<file path="src/rtl/sdram_guard_pkg.sv">
package sdram_guard_pkg;

  typedef enum logic [2:0] {
    CMD_NOP = 3'd0,
    CMD_ACT = 3'd1,
    CMD_RD  = 3'd2,
    CMD_WR  = 3'd3,
    CMD_PRE = 3'd4,
    CMD_REF = 3'd5,
    CMD_MRS = 3'd6
  } cmd_e;

  // lower value = higher priority when several rules break together
  typedef enum logic [3:0] {
    V_NONE    = 4'd0,
    V_ILLEGAL = 4'd1,
    V_MRD     = 4'd2,
    V_RCD     = 4'd3,
    V_RP      = 4'd4,
    V_RC      = 4'd5,
    V_RRD     = 4'd6,
    V_RAS_MIN = 4'd7,
    V_WR      = 4'd8,
    V_WTR     = 4'd9,
    V_RAS_MAX = 4'd10
  } viol_e;

  typedef struct packed {
    logic illegal;
    logic rcd;
    logic rp;
    logic rc;
    logic ras_min;
    logic wr;
    logic ras_max;
  } bank_viol_t;

endpackage

</file>
<file path="src/rtl/sdram_cmd_decode.sv">
module sdram_cmd_decode
  import sdram_guard_pkg::*;
(
  input  logic cs_n,
  input  logic ras_n,
  input  logic cas_n,
  input  logic we_n,
  output cmd_e cmd
);

  always_comb begin
    cmd = CMD_NOP;
    if (!cs_n) begin
      case ({ras_n, cas_n, we_n})
        3'b011:  cmd = CMD_ACT;
        3'b101:  cmd = CMD_RD;
        3'b100:  cmd = CMD_WR;
        3'b010:  cmd = CMD_PRE;
        3'b001:  cmd = CMD_REF;
        3'b000:  cmd = CMD_MRS;
        default: cmd = CMD_NOP;
      endcase
    end
  end

endmodule

</file>
<file path="src/rtl/sdram_bank_tracker.sv">
module sdram_bank_tracker
  import sdram_guard_pkg::*;
#(
  parameter int unsigned BANK      = 0,
  parameter int unsigned CW        = 8,
  parameter int unsigned T_RC      = 9,
  parameter int unsigned T_RCD     = 3,
  parameter int unsigned T_RP      = 3,
  parameter int unsigned T_RAS_MIN = 6,
  parameter int unsigned T_RAS_MAX = 100,
  parameter int unsigned T_WR      = 2,
  parameter int unsigned BURST_CYC = 2
) (
  input  logic       clk,
  input  logic       rst_n,
  input  cmd_e       cmd,
  input  logic [1:0] bank_idx,
  input  logic       a10,
  output logic       is_open,
  output bank_viol_t viol
);

  localparam logic [CW-1:0] SAT      = CW'(T_RAS_MAX + 1);
  localparam logic [CW-1:0] L_RC     = CW'(T_RC);
  localparam logic [CW-1:0] L_RCD    = CW'(T_RCD);
  localparam logic [CW-1:0] L_RP     = CW'(T_RP);
  localparam logic [CW-1:0] L_RASMIN = CW'(T_RAS_MIN);
  localparam logic [CW-1:0] L_RASMAX = CW'(T_RAS_MAX);
  localparam logic [CW-1:0] L_WRP    = CW'(BURST_CYC + T_WR);
  localparam logic [CW-1:0] L_AP_RD  = CW'(BURST_CYC);
  localparam logic [CW-1:0] L_AP_WR  = CW'(BURST_CYC + T_WR);
  localparam logic [CW-1:0] ONE      = CW'(1);

  function automatic logic [CW-1:0] sat_inc(input logic [CW-1:0] v);
    return (v >= SAT) ? SAT : v + ONE;
  endfunction

  logic          open_q, ap_q;
  logic [CW-1:0] ap_cnt, since_act, since_close, since_wr;
  logic          hit, do_act, do_rw, do_pre, ap_done;

  assign hit     = (bank_idx == 2'(BANK));
  assign do_act  = (cmd == CMD_ACT) && hit;
  assign do_rw   = ((cmd == CMD_RD) || (cmd == CMD_WR)) && hit;
  assign do_pre  = (cmd == CMD_PRE) && (a10 || hit);
  assign ap_done = ap_q && (ap_cnt == ONE);
  assign is_open = open_q;

  always_comb begin
    viol         = '0;
    viol.illegal = (do_act && open_q) || (do_rw && (!open_q || ap_q)) || (do_pre && ap_q);
    viol.rc      = do_act && (since_act < L_RC);
    viol.rp      = do_act && (since_close < L_RP);
    viol.rcd     = do_rw && open_q && (since_act < L_RCD);
    viol.ras_min = do_pre && open_q && !ap_q && (since_act < L_RASMIN);
    viol.wr      = do_pre && open_q && (since_wr < L_WRP);
    viol.ras_max = open_q && (since_act > L_RASMAX);
  end

  always_ff @(posedge clk or negedge rst_n) begin
    if (!rst_n) begin
      open_q      <= 1'b0;
      ap_q        <= 1'b0;
      ap_cnt      <= '0;
      since_act   <= SAT;
      since_close <= SAT;
      since_wr    <= SAT;
    end else begin
      since_act   <= sat_inc(since_act);
      since_close <= sat_inc(since_close);
      since_wr    <= sat_inc(since_wr);
      if (ap_q) ap_cnt <= ap_cnt - ONE;
      if (ap_done || (do_pre && open_q)) begin
        open_q      <= 1'b0;
        ap_q        <= 1'b0;
        since_close <= ONE;
      end
      if (do_rw && (cmd == CMD_WR)) since_wr <= ONE;
      if (do_rw && open_q && !ap_q && a10) begin
        ap_q   <= 1'b1;
        ap_cnt <= (cmd == CMD_WR) ? L_AP_WR : L_AP_RD;
      end
      if (do_act) begin
        open_q    <= 1'b1;
        ap_q      <= 1'b0;
        since_act <= ONE;
      end
    end
  end

endmodule

</file>
<file path="src/rtl/sdram_global_timer.sv">
module sdram_global_timer
  import sdram_guard_pkg::*;
#(
  parameter int unsigned CW        = 8,
  parameter int unsigned NB        = 4,
  parameter int unsigned T_RRD     = 2,
  parameter int unsigned T_WTR     = 1,
  parameter int unsigned T_MRD     = 2,
  parameter int unsigned BURST_CYC = 2
) (
  input  logic          clk,
  input  logic          rst_n,
  input  cmd_e          cmd,
  input  logic [1:0]    bank_idx,
  input  logic [NB-1:0] busy,
  output logic          v_illegal,
  output logic          v_rrd,
  output logic          v_wtr,
  output logic          v_mrd
);

  localparam int unsigned LIM = (T_RRD > BURST_CYC + T_WTR) ? T_RRD : BURST_CYC + T_WTR;
  localparam logic [CW-1:0] SAT    = CW'(((LIM > T_MRD) ? LIM : T_MRD) + 1);
  localparam logic [CW-1:0] L_RRD  = CW'(T_RRD);
  localparam logic [CW-1:0] L_WTRP = CW'(BURST_CYC + T_WTR);
  localparam logic [CW-1:0] L_MRD  = CW'(T_MRD);
  localparam logic [CW-1:0] ONE    = CW'(1);

  function automatic logic [CW-1:0] sat_inc(input logic [CW-1:0] v);
    return (v >= SAT) ? SAT : v + ONE;
  endfunction

  logic [CW-1:0] since_act_any, since_wr_any, since_mrs;
  logic [1:0]    last_bank;

  assign v_illegal = ((cmd == CMD_REF) || (cmd == CMD_MRS)) && (|busy);
  assign v_rrd     = (cmd == CMD_ACT) && (since_act_any < L_RRD) && (last_bank != bank_idx);
  assign v_wtr     = (cmd == CMD_RD) && (since_wr_any < L_WTRP);
  assign v_mrd     = (cmd != CMD_NOP) && (since_mrs < L_MRD);

  always_ff @(posedge clk or negedge rst_n) begin
    if (!rst_n) begin
      since_act_any <= SAT;
      since_wr_any  <= SAT;
      since_mrs     <= SAT;
      last_bank     <= '0;
    end else begin
      since_act_any <= sat_inc(since_act_any);
      since_wr_any  <= sat_inc(since_wr_any);
      since_mrs     <= sat_inc(since_mrs);
      if (cmd == CMD_ACT) begin
        since_act_any <= ONE;
        last_bank     <= bank_idx;
      end
      if (cmd == CMD_WR)  since_wr_any <= ONE;
      if (cmd == CMD_MRS) since_mrs    <= ONE;
    end
  end

endmodule

</file>
<file path="src/rtl/sdram_viol_latch.sv">
module sdram_viol_latch
  import sdram_guard_pkg::*;
#(
  parameter int unsigned NB = 4
) (
  input  logic                clk,
  input  logic                rst_n,
  input  logic                clr,
  input  bank_viol_t [NB-1:0] bv,
  input  logic                g_illegal,
  input  logic                g_rrd,
  input  logic                g_wtr,
  input  logic                g_mrd,
  output logic                flag,
  output logic [3:0]          code
);

  bank_viol_t any_b;
  viol_e      first;

  always_comb begin
    any_b = '0;
    for (int i = 0; i < int'(NB); i++) any_b = any_b | bv[i];
  end

  always_comb begin
    if (any_b.illegal || g_illegal) first = V_ILLEGAL;
    else if (g_mrd)                 first = V_MRD;
    else if (any_b.rcd)             first = V_RCD;
    else if (any_b.rp)              first = V_RP;
    else if (any_b.rc)              first = V_RC;
    else if (g_rrd)                 first = V_RRD;
    else if (any_b.ras_min)         first = V_RAS_MIN;
    else if (any_b.wr)              first = V_WR;
    else if (g_wtr)                 first = V_WTR;
    else if (any_b.ras_max)         first = V_RAS_MAX;
    else                            first = V_NONE;
  end

  always_ff @(posedge clk or negedge rst_n) begin
    if (!rst_n) begin
      flag <= 1'b0;
      code <= '0;
    end else if (clr) begin
      flag <= 1'b0;
      code <= '0;
    end else if (!flag && (first != V_NONE)) begin
      flag <= 1'b1;
      code <= first;
    end
  end

endmodule

</file>
<file path="src/rtl/sdram_cmd_guard.sv">
module sdram_cmd_guard
  import sdram_guard_pkg::*;
#(
  parameter int unsigned T_RC      = 9,
  parameter int unsigned T_RCD     = 3,
  parameter int unsigned T_RP      = 3,
  parameter int unsigned T_RRD     = 2,
  parameter int unsigned T_RAS_MIN = 6,
  parameter int unsigned T_RAS_MAX = 16000,
  parameter int unsigned T_WR      = 2,
  parameter int unsigned T_WTR     = 1,
  parameter int unsigned T_MRD     = 2,
  parameter int unsigned BURST_CYC = 2
) (
  input  logic       clk,
  input  logic       rst_n,
  input  logic       clr_viol,
  input  logic       cs_n,
  input  logic       ras_n,
  input  logic       cas_n,
  input  logic       we_n,
  input  logic [1:0] ba,
  input  logic       a10,
  output logic [2:0] cmd_code,
  output logic [3:0] bank_open,
  output logic       viol_flag,
  output logic [3:0] viol_code
);

  localparam int unsigned NB = 4;
  localparam int unsigned CW = $clog2(T_RAS_MAX + 2);

  cmd_e                cmd;
  logic [1:0]          bank_idx;
  logic [NB-1:0]       open_vec;
  bank_viol_t [NB-1:0] bviol;
  logic                g_illegal, g_rrd, g_wtr, g_mrd;

  assign bank_idx = {ba[0], ba[1]};

  sdram_cmd_decode u_dec (
    .cs_n (cs_n),
    .ras_n(ras_n),
    .cas_n(cas_n),
    .we_n (we_n),
    .cmd  (cmd)
  );

  for (genvar b = 0; b < NB; b++) begin : g_bank
    sdram_bank_tracker #(
      .BANK     (b),
      .CW       (CW),
      .T_RC     (T_RC),
      .T_RCD    (T_RCD),
      .T_RP     (T_RP),
      .T_RAS_MIN(T_RAS_MIN),
      .T_RAS_MAX(T_RAS_MAX),
      .T_WR     (T_WR),
      .BURST_CYC(BURST_CYC)
    ) u_trk (
      .clk     (clk),
      .rst_n   (rst_n),
      .cmd     (cmd),
      .bank_idx(bank_idx),
      .a10     (a10),
      .is_open (open_vec[b]),
      .viol    (bviol[b])
    );
  end

  sdram_global_timer #(
    .CW       (CW),
    .NB       (NB),
    .T_RRD    (T_RRD),
    .T_WTR    (T_WTR),
    .T_MRD    (T_MRD),
    .BURST_CYC(BURST_CYC)
  ) u_glob (
    .clk      (clk),
    .rst_n    (rst_n),
    .cmd      (cmd),
    .bank_idx (bank_idx),
    .busy     (open_vec),
    .v_illegal(g_illegal),
    .v_rrd    (g_rrd),
    .v_wtr    (g_wtr),
    .v_mrd    (g_mrd)
  );

  sdram_viol_latch #(.NB(NB)) u_latch (
    .clk      (clk),
    .rst_n    (rst_n),
    .clr      (clr_viol),
    .bv       (bviol),
    .g_illegal(g_illegal),
    .g_rrd    (g_rrd),
    .g_wtr    (g_wtr),
    .g_mrd    (g_mrd),
    .flag     (viol_flag),
    .code     (viol_code)
  );

  always_ff @(posedge clk or negedge rst_n) begin
    if (!rst_n) cmd_code <= '0;
    else        cmd_code <= cmd;
  end

  assign bank_open = open_vec;

endmodule

</file>
<file path="config.mk">
export PLATFORM = sky130hd
export DESIGN_NAME = sdram_cmd_guard
export DESIGN_NICKNAME = d
export VERILOG_FILES = /design/src/rtl/sdram_guard_pkg.sv /design/src/rtl/sdram_cmd_decode.sv /design/src/rtl/sdram_bank_tracker.sv /design/src/rtl/sdram_global_timer.sv /design/src/rtl/sdram_viol_latch.sv /design/src/rtl/sdram_cmd_guard.sv
export SDC_FILE = /design/constraint.sdc
export NUM_CORES = 1
export LEC_CHECK = 0
export ABC_CLOCK_PERIOD_IN_PS = 4550
export BUFFER_PORTS_ARGS = -buffer_cell sky130_fd_sc_hd__buf_4
export CAP_MARGIN = 10
export CORE_ASPECT_RATIO = 0.6
export CORE_MARGIN = 8
export CORE_UTILIZATION = 59
export DETAILED_ROUTE_END_ITERATION = 8
export PLACE_DENSITY = 0.75
export SETUP_SLACK_MARGIN = 0.5
export SLEW_MARGIN = 25
export SYNTH_ARGS = -nofsm -noshare
export SYNTH_HDL_FRONTEND = slang
export SYNTH_HIERARCHICAL = 1
export SYNTH_SLANG_ARGS = --single-unit
</file>
<file path="constraint.sdc">
create_clock -name clk -period 4.55 [get_ports clk]
set_clock_uncertainty 0.1 [all_clocks]
set_input_delay 0.91 -clock clk [delete_from_list [all_inputs] [get_ports clk]]
set_output_delay 0.91 -clock clk [all_outputs]
set_load 0.02 [all_outputs]
</file>
==> run_results.csv, run 1 <==
group,metric,value,unit
routing,drt_pass1_iterations,6,
sta,finalSetupViolCount,0,
run_status,status,"completed",
yosys,yosys_warnings,6,
final_layout,seqCellArea,7220,sq um
final_layout,n_antenna_cell,0,
power_and_ir_drop,fin_total_pwr,8.94,mW
routing,routed_wl,32700,microns
worst_hold_path,hold_path_class,"in -> async",
global_routing,grt_max_degree,92,
worst_setup_path,crit_fanout,8,
yosys,synth_top_area_cell,"dfrtp_1",
routing,antenna_left,0,
worst_setup_path,critPathSlowestCell,"a211oi_2",
floorplan,die-area,31000,sq um
yosys,yosysMostFrequentCell,"dfrtp_1",
routing,viasPerCell,6.01,
floorplan,pin_count,22,
routing,wire_per_inst,17.1,microns
yosys,synth_compound_area_frac,0.0820,
yosys,synth_fa_ha_area_frac,0.0400,
sta,setup-tns-final,0,ps
global_routing,first_global_vias,10609,
sta,slew_headroom,0.385,
routing,drc,0,
sta,max_freq,265,MHz
yosys,synth-main-ff-cell,"dfrtp_1",
place,hpwl,23400,microns
sta,worst_pin_slew,917,ps
power_and_ir_drop,power.leakage,6.87,nW
final_layout,nets,1626,
clocking,cts.sinks,284,
clocking,htreeDepth,1,
yosys,netlist_area,15000,sq um
yosys,ys_seq_area_frac,0.481,
yosys,async_flop_share,1.00,
worst_setup_path,path_cells,"buf_4, a211oi_2, nor2b_1, nand2_1, nor2_1, buf_4, and4_1, or4_1, nor4_4, a31o_2, a21o_4, mux2_2",
yosys,synth_seq_cells,284,
floorplan,floorplan.initialDensity,0.596,
yosys,syn_avg_cell_area,9.97,sq um
clocking,clk_pin_slew_worst_paths,60,ps
final_layout,finish.instance_area,16700,sq um
final_layout,final_util,0.663,
worst_setup_path,start_kind,"input port",
clocking,clock-root-buffer,"clkbuf_16",
place,portBuffers,21,
place,gp_congestion,0.935,
yosys,synthTopCellsByArea,"dfrtp_1 33%, dfstp_2 15%, xnor2_1 5.0%",
worst_setup_path,critPathMaxStageDelay,690,ps
clocking,clk_path_buf_depth,3,
global_routing,grt_use_total,0.206,
routing,drt_iter0_markers,1140,
global_routing,grt-ovfl-total,0,
yosys,synth_top_area_frac,0.328,
routing,vias,11520,
final_layout,final_cells,1918,
worst_setup_path,rr_startpoint,"g_bank[1].u_trk/since_act[2]",
floorplan,rows,45,
final_layout,multi_input_area,7520,sq um
clocking,cts_hold_buf,0,
sta,maxSlewViolCount,0,
sta,hold_viol,0,
worst_setup_path,timing.rr.end,"u_latch/code[2]",
worst_setup_path,required,4890,ps
yosys,synthTopCellsByCount,"197 x dfrtp_1, 164 x nor2_1, 106 x nand2_1, 87 x dfstp_2, 86 x xnor2_1",
final_layout,drive_gt1_frac,0.132,
worst_setup_path,crit_family,"simple AND/OR/NAND/NOR gates",
global_routing,antenna_found_initial,0,
yosys,muxShareOfSynthArea,0.0143,
sta,timing.final.crit_share,0.829,
global_routing,grt_pass1_wl,54000,microns
worst_setup_path,worst-path-buf-inv,2,
worst_setup_path,r2r_cells,8,
yosys,synth-xor-area-share,0.0986,
final_layout,area_delta_synth_final,11.1,%
yosys,synthesis.instances,1506,
sta,final.min_clock_period,3770,ps
place,place_area,15700,sq um
worst_setup_path,critPathArrivalTime,4120,ps
clocking,cts_buffers,28,
floorplan,die_h,140,microns
run,maxCapViolCount,0,
worst_setup_path,critPathCaptureType,"flop",
yosys,synth-simple-area-share,0.257,
yosys,synth_top_family_by_area,"simple AND/OR/NAND/NOR gates",
yosys,synth_cell_types,69,
worst_setup_path,cpMostUsedCell,"buf_4",
power_and_ir_drop,powerDensity,536,nW/um^2
place,post-place-cells,1867,
power_and_ir_drop,ir_drop,0.406,mV
worst_setup_path,crit_type,"in -> reg",
sta,grt_setup_unrepaired,"no",
clocking,clkLatencyLatePin,560,ps
worst_setup_path,ff2ff_setup_slack,940,ps
clocking,cts_tree,"yes",
clocking,post_cts_buffers,0,
final_layout,fillers,1977,
yosys,synth_edf_count,0,
clocking,cts_resized,0,
floorplan,die_w,222,microns
floorplan,core-area,25200,sq um
==> worst reg2reg max path, stage by stage, from the launching register on <==
cell and delay [ps]:
dfrtp_1 460, or4_4 590, or4_1 490, o311a_1 340, or4_1 590, nor3_1 220
a31o_2 230, a21o_4 150, mux2_2 330
==> flip-flops by register name, summed over array words and instances (netlist names) <==
| register | count |
|---|---|
| g_bank.u_trk/ap_cnt | 56 |
| g_bank.u_trk/since_act | 56 |
| g_bank.u_trk/since_close | 56 |
| g_bank.u_trk/since_wr | 56 |
| u_glob/since_act_any | 14 |
| u_glob/since_mrs | 14 |
| u_glob/since_wr_any | 14 |
| g_bank.u_trk/ap_q | 4 |
| g_bank.u_trk/is_open | 4 |
| u_latch/code | 4 |
| cmd_code | 3 |
| u_glob/last_bank | 2 |
| u_latch/flag | 1 |
==> cell usage in the layout, fill, tap and decap left out, drive strengths merged, types with 5 or more instances in the layout <==
cell type	netlist	layout
nand4	52	52
nor4	75	75
o2111ai	7	7
clkinv	0	7
nor2	164	164
ha	48	48
a21oi	74	74
inv	59	60
a31oi	7	7
dfrtp	197	197
conb	1	33
nand3b	10	10
nor2b	10	10
nand2b	24	24
o211ai	5	5
a211o	10	10
o21ai	18	18
a21o	11	11
mux2i	18	18
buf	13	37
nor4b	5	5
a2111oi	5	5
dfstp	87	87
nor4bb	8	8
and3	24	24
or4	18	18
or3	14	14
and4	20	20
xor2	83	83
nand2	106	106
nor3	62	62
nand3	71	71
a211oi	7	7
nor3b	6	6
or2	10	10
nand4b	12	12
xnor2	86	86
clkbuf	24	39
==> layout make-up <==
type / instances / area share
Timing Repair Buffer: 37 / 0.0186
Tap cell: 329 / 0.0247
Clock inverter: 12 / 0.0102
Clock buffer: 39 / 0.0494
Sequential cell: 284 / 0.433
Multi-Input combinational cell: 1158 / 0.451
Inverter: 59 / 0.0133
==> where the power goes <==
group	leakage, nW	switching [mW]	total [mW]	internal, mW
combinational	3.04	1.23	2.29	1.06
clock	0.495	0.983	2.47	1.49
sequential	3.33	0.912	4.18	3.26
==> per-layer routing <==
layer | wire length, microns | GRT usage
met2 | 13800 | 0.300
met1 | 16200 | 0.313
met4 | 662 | 0.0480
met5 | 0 | 0
met3 | 2080 | 0.0386
==> through the flow <==
stage / hold slack, ps / setup slack, ps
finish: 220 / 776
global route: 257 / 669
CTS: 225 / 926
detailed placement: 368 / 337
global placement: 366 / 425
floorplan: 344 / 608
==> cell families after synthesis <==
group                      after synthesis
AOI/OAI and AO/OA                      181
xor gates and xnor gates               169
adders and majority gates               48
buffers and inverters                   96
DFF                                    284
muxes                                   21
other                                    1
and+or+nand+nor                        706
==> worst max path at each step <==
stage | start | endpoint | slack (ps) | cells after the start
after floorplan | we_n | u_latch/code[2] | 610 | 10
after global placement | we_n | u_latch/code[2] | 430 | 12
after detailed placement | we_n | u_latch/code[2] | 340 | 12
after CTS | we_n | u_latch/code[2] | 930 | 12
after global routing | we_n | u_latch/code[2] | 670 | 12
final | we_n | u_latch/code[2] | 780 | 12
Note: power is estimated with default switching activity, not from simulation.
==> run 2: changes to the inputs <==
ABC_AREA = 1   (was not set)
ABC_CLOCK_PERIOD_IN_PS = 3300   (was 4550)
CORE_UTILIZATION = 58   (was 59)
PLACE_DENSITY = 0.77   (was 0.75)
clock period = 3.3 ns   (was 4.55 ns; I/O delays follow)
==> run 2 against run 1 <==
Design area grew 13%. Hold slack worse by 54 ps. Global-route usage rose by 2.1 points. Sequential share of layout area shrank 4.9 points. Worst setup slack worse by 79 ps. Largest cell class unchanged. Core utilization shrank 0.84 points. Sequential power increased by 28%. Largest power group unchanged. First-iteration DRC count up 29%. Register-to-register slack lost 140 ps. Total power up 41%. Clock power grew 42%.
==> run_results.csv, run 2 <==
group,metric,value,unit
worst_hold_path,hold_path_class,"in -> reg",
routing,drt_pass1_iterations,6,
yosys,synth-xor-area-share,0.0346,
clocking,htreeDepth,1,
clocking,clk_pin_slew_worst_paths,70,ps
routing,drc,0,
yosys,synthTopCellsByCount,"517 x nand2_1, 447 x nor2_1, 317 x inv_1, 197 x dfrtp_1, 178 x nand3_1",
clocking,cts.sinks,284,
global_routing,use_met3,0.0431,
place,hpwl,29800,microns
power_and_ir_drop,sw_frac_of_total,0.380,
run_status,status,"completed",
yosys,synth-main-ff-cell,"dfrtp_1",
floorplan,die_w,237,microns
clocking,cts_buffers,28,
place,portBuffers,21,
place,gp_congestion,0.910,
clocking,post_cts_buffers,0,
routing,routed_wl,40000,microns
yosys,synth_top_family_by_area,"simple AND/OR/NAND/NOR gates",
power_and_ir_drop,seq_power_share,0.423,
yosys,synthesis.instances,2287,
sta,grt_setup_unrepaired,"no",
final_layout,fillers,2440,
sta,timing.final.crit_share,0.789,
yosys,synth_seq_cells,284,
routing,antenna_left,0,
floorplan,die-area,35100,sq um
final_layout,nets,2436,
yosys,synth_top_area_frac,0.291,
global_routing,antenna_found_initial,2,
routing,wire_per_inst,14.4,microns
global_routing,grt_max_degree,77,
yosys,ys_seq_area_frac,0.426,
yosys,synth_top_area_cell,"dfrtp_1",
yosys,muxShareOfSynthArea,0,
final_layout,final_common_cell,"nand2_1",
sta,hold_viol,0,
worst_setup_path,critPathCaptureType,"flop",
final_layout,area_delta_synth_final,11.0,%
sta,slew_headroom,0.587,
yosys,netlist_area,17000,sq um
power_and_ir_drop,powerDensity,672,nW/um^2
yosys,async_flop_share,1.00,
sta,timing.hold.ws,166,ps
floorplan,pin_count,22,
worst_setup_path,required,3690,ps
routing,vias,14853,
worst_setup_path,start_kind,"input port",
final_layout,mostFrequentLayoutCells,"516 x nand2_1, 447 x nor2_1, 316 x inv_1, 197 x dfrtp_1, 178 x nand3_1",
global_routing,first_global_vias,13571,
routing,drt_iter0_markers,1467,
floorplan,die_h,148,microns
routing,viasPerCell,5.35,
sta,max_freq,384,MHz
global_routing,grt-ovfl-total,0,
power_and_ir_drop,p_clk_frac,0.277,
final_layout,drive_gt1_frac,0.138,
global_routing,grt.met1_usage,0.341,
run,maxCapViolCount,0,
yosys,synthTopCellsByArea,"dfrtp_1 29%, dfstp_2 13%, nand2_1 11%",
sta,setup-tns-final,0,ps
floorplan,rows,48,
sta,maxSlewViolCount,0,
global_routing,grt_use_total,0.226,
power_and_ir_drop,combPwrFrac,0.301,
global_routing,gr-max-usage-layer,"met1",
clocking,clock-root-buffer,"clkbuf_16",
power_and_ir_drop,p_sw,4.81,mW
clocking,cts_tree,"yes",
yosys,synth_edf_count,0,
power_and_ir_drop,ir_drop,0.394,mV
worst_setup_path,critPathArrivalTime,2990,ps
worst_setup_path,crit_type,"in -> reg",
sta,finalSetupViolCount,0,
global_routing,grt_pass1_wl,67000,microns
floorplan,floorplan.initialDensity,0.589,
yosys,synth_cell_types,43,
yosys,yosys_warnings,6,
sta,worst_pin_slew,619,ps
yosys,synth-simple-area-share,0.388,
power_and_ir_drop,cell_internal_pwr,7.83,mW
clocking,clkLatencyLatePin,560,ps
clocking,clk_path_buf_depth,3,
yosys,yosysMostFrequentCell,"nand2_1",
yosys,synth_fa_ha_area_frac,0.0354,
yosys,syn_avg_cell_area,7.41,sq um
global_routing,use_met2,0.335,
yosys,synth_compound_area_frac,0.0356,
floorplan,core-area,28800,sq um
sta,final.min_clock_period,2600,ps
worst_setup_path,crit_fanout,13,
power_and_ir_drop,power.leakage,9.29,nW
-- run 2: cell count changes after synthesis, moves of 43 or more --
cell	change
xnor2_1	-59
nand3_1	+107
xor2_1	-43
nor2_1	+283
nand2_1	+411
nor4_1	-57
inv_1	+258
-- run 2: metrics by stage --
stage / cells / setup WS (ps) / power (mW) / utilization / cell area [sq um]
detailed placement: 2722 / 49.0 / 9.11 / 0.618 / 17800
finish: 2776 / 697 / 12.6 / 0.654 / 18800
CTS: 2775 / 622 / 12.7 / 0.654 / 18800
global placement: 2722 / 159 / 8.95 / 0.618 / 17800
global route: 2776 / 509 / 13.6 / 0.654 / 18800
floorplan: 2319 / 558 / 8.02 / - / 17100
-- run 2: final cells by class --
cell class / count / area [sq um] / share of cell area
clock buffers: 36 / 762 / 0.0405
clock inverters: 16 / 238 / 0.0126
inverters: 333 / 1250 / 0.0664
well taps: 375 / 469 / 0.0249
diodes: 1 / 2.50 / 0.000133
flip-flops and latches: 284 / 7220 / 0.383
repair buffers: 42 / 363 / 0.0193
multi-input cells: 1689 / 8520 / 0.453
-- run 2: cell families after synthesis --
group | Yosys count
DFF | 284
xor gates and xnor gates | 67
AOI/OAI and AO/OA | 108
and+or+nand+nor | 1433
adders and majority gates | 48
other | 1
buffers and inverters | 346
-- run 2: critical path, stage by stage --
cell and delay [ps]:
buf_4 110, inv_2 70, nand2_1 50, and2_2 290
nor2_1 200, nand4_2 150, nor4_1 450, nor2_1 120
nand3_1 110, nand2_1 50, nand2_1 50, nand2_1 40
nand2_1 50, nand2_1 50, nand2_1 90, nand2_1 110
o21bai_4 170, nand3_1 90, nand2_1 70
-- run 2: worst paths after layout --
| kind | from | to | slack (ps) | cells after the start |
|---|---|---|---|---|
| worst max-delay path | ras_n | u_latch/code[1] | 700 | 19 |
| worst min-delay path | clr_viol | u_latch/flag | 170 | 2 |
| worst max register to register | g_bank[3].u_trk/since_wr[4] | u_latch/code[1] | 800 | 15 |
| worst min register to register | g_bank[2].u_trk/ap_cnt[8] | g_bank[2].u_trk/ap_cnt[8] | 370 | 1 |
| max in group asynchronous | rst_n | u_glob/since_act_any[2] | 1680 | 3 |
| min in group asynchronous | rst_n | g_bank[1].u_trk/since_close[1] | 540 | 2 |
-- run 2: power by group through the flow --
stage | sequential [mW] | combinational (mW) | clock, mW
6_report | 5.35 | 3.80 | 3.50
5_1_grt | 5.48 | 4.36 | 3.71
4_1_cts | 5.32 | 3.78 | 3.57
3_5_place_dp | 5.36 | 3.75 | 0
3_3_place_gp | 5.33 | 3.62 | 0
2_1_floorplan | 5.12 | 2.90 | 0
-- run 2: what timing repair did --
item,CTS,global route
endpoints found under the setup margin,0,5
hold endpoints to repair,1,0
resized for setup,0,5
hold buffers,1,0
-- run 2: layer usage --
metal | vias up | routed length, microns
li1 | 7398 | -
met4 | 2 | 629
met3 | 55 | 2850
met1 | 6910 | 19600
met2 | 488 | 16800
met5 | - | 13
==> run 3: changes to the inputs <==
ABC_AREA = 0   (was 1)
ABC_CLOCK_PERIOD_IN_PS = 2680   (was 3300)
CORE_UTILIZATION = 59   (was 58)
PLACE_DENSITY = 0.75   (was 0.77)
clock period = 2.68 ns   (was 3.3 ns; I/O delays follow)
==> run 3 against run 2 <==
The flow now finishes with violations (negative setup slack). Via count decreased by 16%. Critical path depth decreased by 11. Die area decreased by 12%. Total power increased by 32%. Sequential power increased by 24%. Hold slack got worse by 76 ps. Sequential cell count unchanged. Register-to-register slack got worse by 1400 ps. Core utilization increased by 8.2 points.
==> run_results.csv, run 3 (synthesized netlist as in run 1, its figures left out) <==
group,metric,value,unit
final_layout,finish.instance_area,18500,sq um
final_layout,n_antenna_cell,0,
sta,timing.hold.ws,89.7,ps
worst_hold_path,hp-start,"clr_viol",
worst_hold_path,hold_path_end,"u_latch/code[0]",
floorplan,rows,45,
sta,worst_pin_slew,797,ps
global_routing,grt_use_total,0.234,
clocking,cts_tree,"yes",
worst_setup_path,critPathCaptureType,"flop",
sta,setup-tns-final,-2990,ps
routing,wire_per_inst,17.6,microns
clocking,htreeDepth,1,
place,post-place-cells,2041,
power_and_ir_drop,ir_drop,0.542,mV
sta,grt_setup_unrepaired,"yes",
clocking,clkLatencyLatePin,560,ps
worst_setup_path,start_kind,"flop",
floorplan,die_w,222,microns
run,maxCapViolCount,0,
worst_setup_path,critPathArrivalTime,3660,ps
final_layout,mostFrequentLayoutCells,"204 x buf_4, 197 x dfrtp_1, 164 x nor2_1, 106 x nand2_1, 87 x dfstp_2",
clocking,clock-root-buffer,"clkbuf_16",
sta,max_freq,302,MHz
place,pre_cts_slack,-685,ps
final_layout,final_common_cell,"buf_4",
place,gp_congestion,0.949,
global_routing,antenna_found_initial,1,
run_status,violations,"negative setup slack",
sta,setup_slack,-632,ps
worst_setup_path,rr_startpoint,"g_bank[3].u_trk/since_act[2]",
floorplan,die-area,31000,sq um
final_layout,final_util,0.736,
routing,routed_wl,37000,microns
worst_setup_path,required,3030,ps
routing,vias,12454,
worst_setup_path,ff2ff_setup_slack,-630,ps
sta,maxSlewViolCount,0,
routing,drc,0,
power_and_ir_drop,power.leakage,7.92,nW
final_layout,drive_gt1_frac,0.245,
clocking,clk_path_buf_depth,3,
floorplan,die_h,140,microns
routing,antenna_left,0,
final_layout,final_cells,2105,
sta,slew_headroom,0.465,
worst_setup_path,crit_type,"reg -> reg",
worst_hold_path,hold_path_class,"in -> reg",
place,hpwl,26400,microns
routing,drt_iter0_markers,1341,
clocking,cts_buffers,27,
global_routing,grt_max_degree,70,
place,portBuffers,21,
power_and_ir_drop,powerDensity,904,nW/um^2
global_routing,first_global_vias,11998,
worst_setup_path,timing.rr.end,"u_latch/code[2]",
sta,timing.final.crit_share,1.24,
clocking,cts.sinks,284,
place,place_area,17200,sq um
sta,hold_viol,0,
final_layout,nets,1813,
final_layout,fillers,1699,
worst_setup_path,r2r_cells,8,
clocking,clk_pin_slew_worst_paths,70,ps
worst_setup_path,crit_fanout,2,
run_status,status,"finished with violations",
global_routing,grt-ovfl-total,0,
floorplan,pin_count,22,
final_layout,area_delta_synth_final,23.4,%
floorplan,floorplan.initialDensity,0.596,
routing,drt_pass1_iterations,6,
floorplan,core-area,25200,sq um
sta,final.min_clock_period,3310,ps
worst_hold_path,whs_path_depth,2,
global_routing,grt_pass1_wl,61000,microns
power_and_ir_drop,fin_total_pwr,16.7,mW
routing,viasPerCell,5.92,
sta,finalSetupViolCount,5,
## run 3: per-layer routing
metal	global-route usage	part of all wire	vias to the layer above
li1	-	-	5879
met1	0.347	0.48	6104
met2	0.346	0.43	395
met3	0.0522	0.071	74
met4	0.0497	0.021	2
met5	0	0.00032	-
## run 3: area by class of cell
class | instances | area [sq um] | area share
clock buffers | 33 | 738 | 0.0398
clock inverters | 17 | 275 | 0.0149
inverters | 59 | 221 | 0.0120
multi-input cells | 1158 | 7820 | 0.422
flip-flops and latches | 284 | 7220 | 0.389
well taps | 329 | 412 | 0.0222
repair buffers | 225 | 1850 | 0.0997
## run 3: worst max-delay path by stage
stage                                  from              end  slack (ps)
2_1_floorplan                          we_n  u_latch/code[2]        -670
3_3_place_gp   g_bank[1].u_trk/since_act[2]  u_latch/code[2]        -640
3_5_place_dp   g_bank[1].u_trk/since_act[2]  u_latch/code[2]        -680
4_1_cts        g_bank[3].u_trk/since_act[2]  u_latch/code[2]        -540
5_1_grt        g_bank[3].u_trk/since_act[2]  u_latch/code[0]        -680
6_report       g_bank[3].u_trk/since_act[2]  u_latch/code[2]        -630
## run 3: worst max-delay path: stages (launching register included)
cell and delay (ps):
dfrtp_1 380, or4_4 560, or4_1 480, o311a_1 330, or4_4 570, nor3_4 180
a31o_4 190, a21o_4 130, mux2_4 290
## run 3: where the power goes
group	switching [mW]	internal, mW
registers	1.12	5.52
clock network	1.70	2.64
logic	3.00	2.76
total	5.82	10.9
## run 3: timing repair
| action | CTS | global route |
|---|---|---|
| cloned | 1 | 1 |
| gates resized for setup | 18 | 27 |
| endpoints found under the setup margin | 7 | 39 |
| hold buffers | 1 | 0 |
| pin swaps | 6 | 5 |
| buffers inserted | 6 | 5 |
| endpoints found under the hold margin | 40 | 0 |
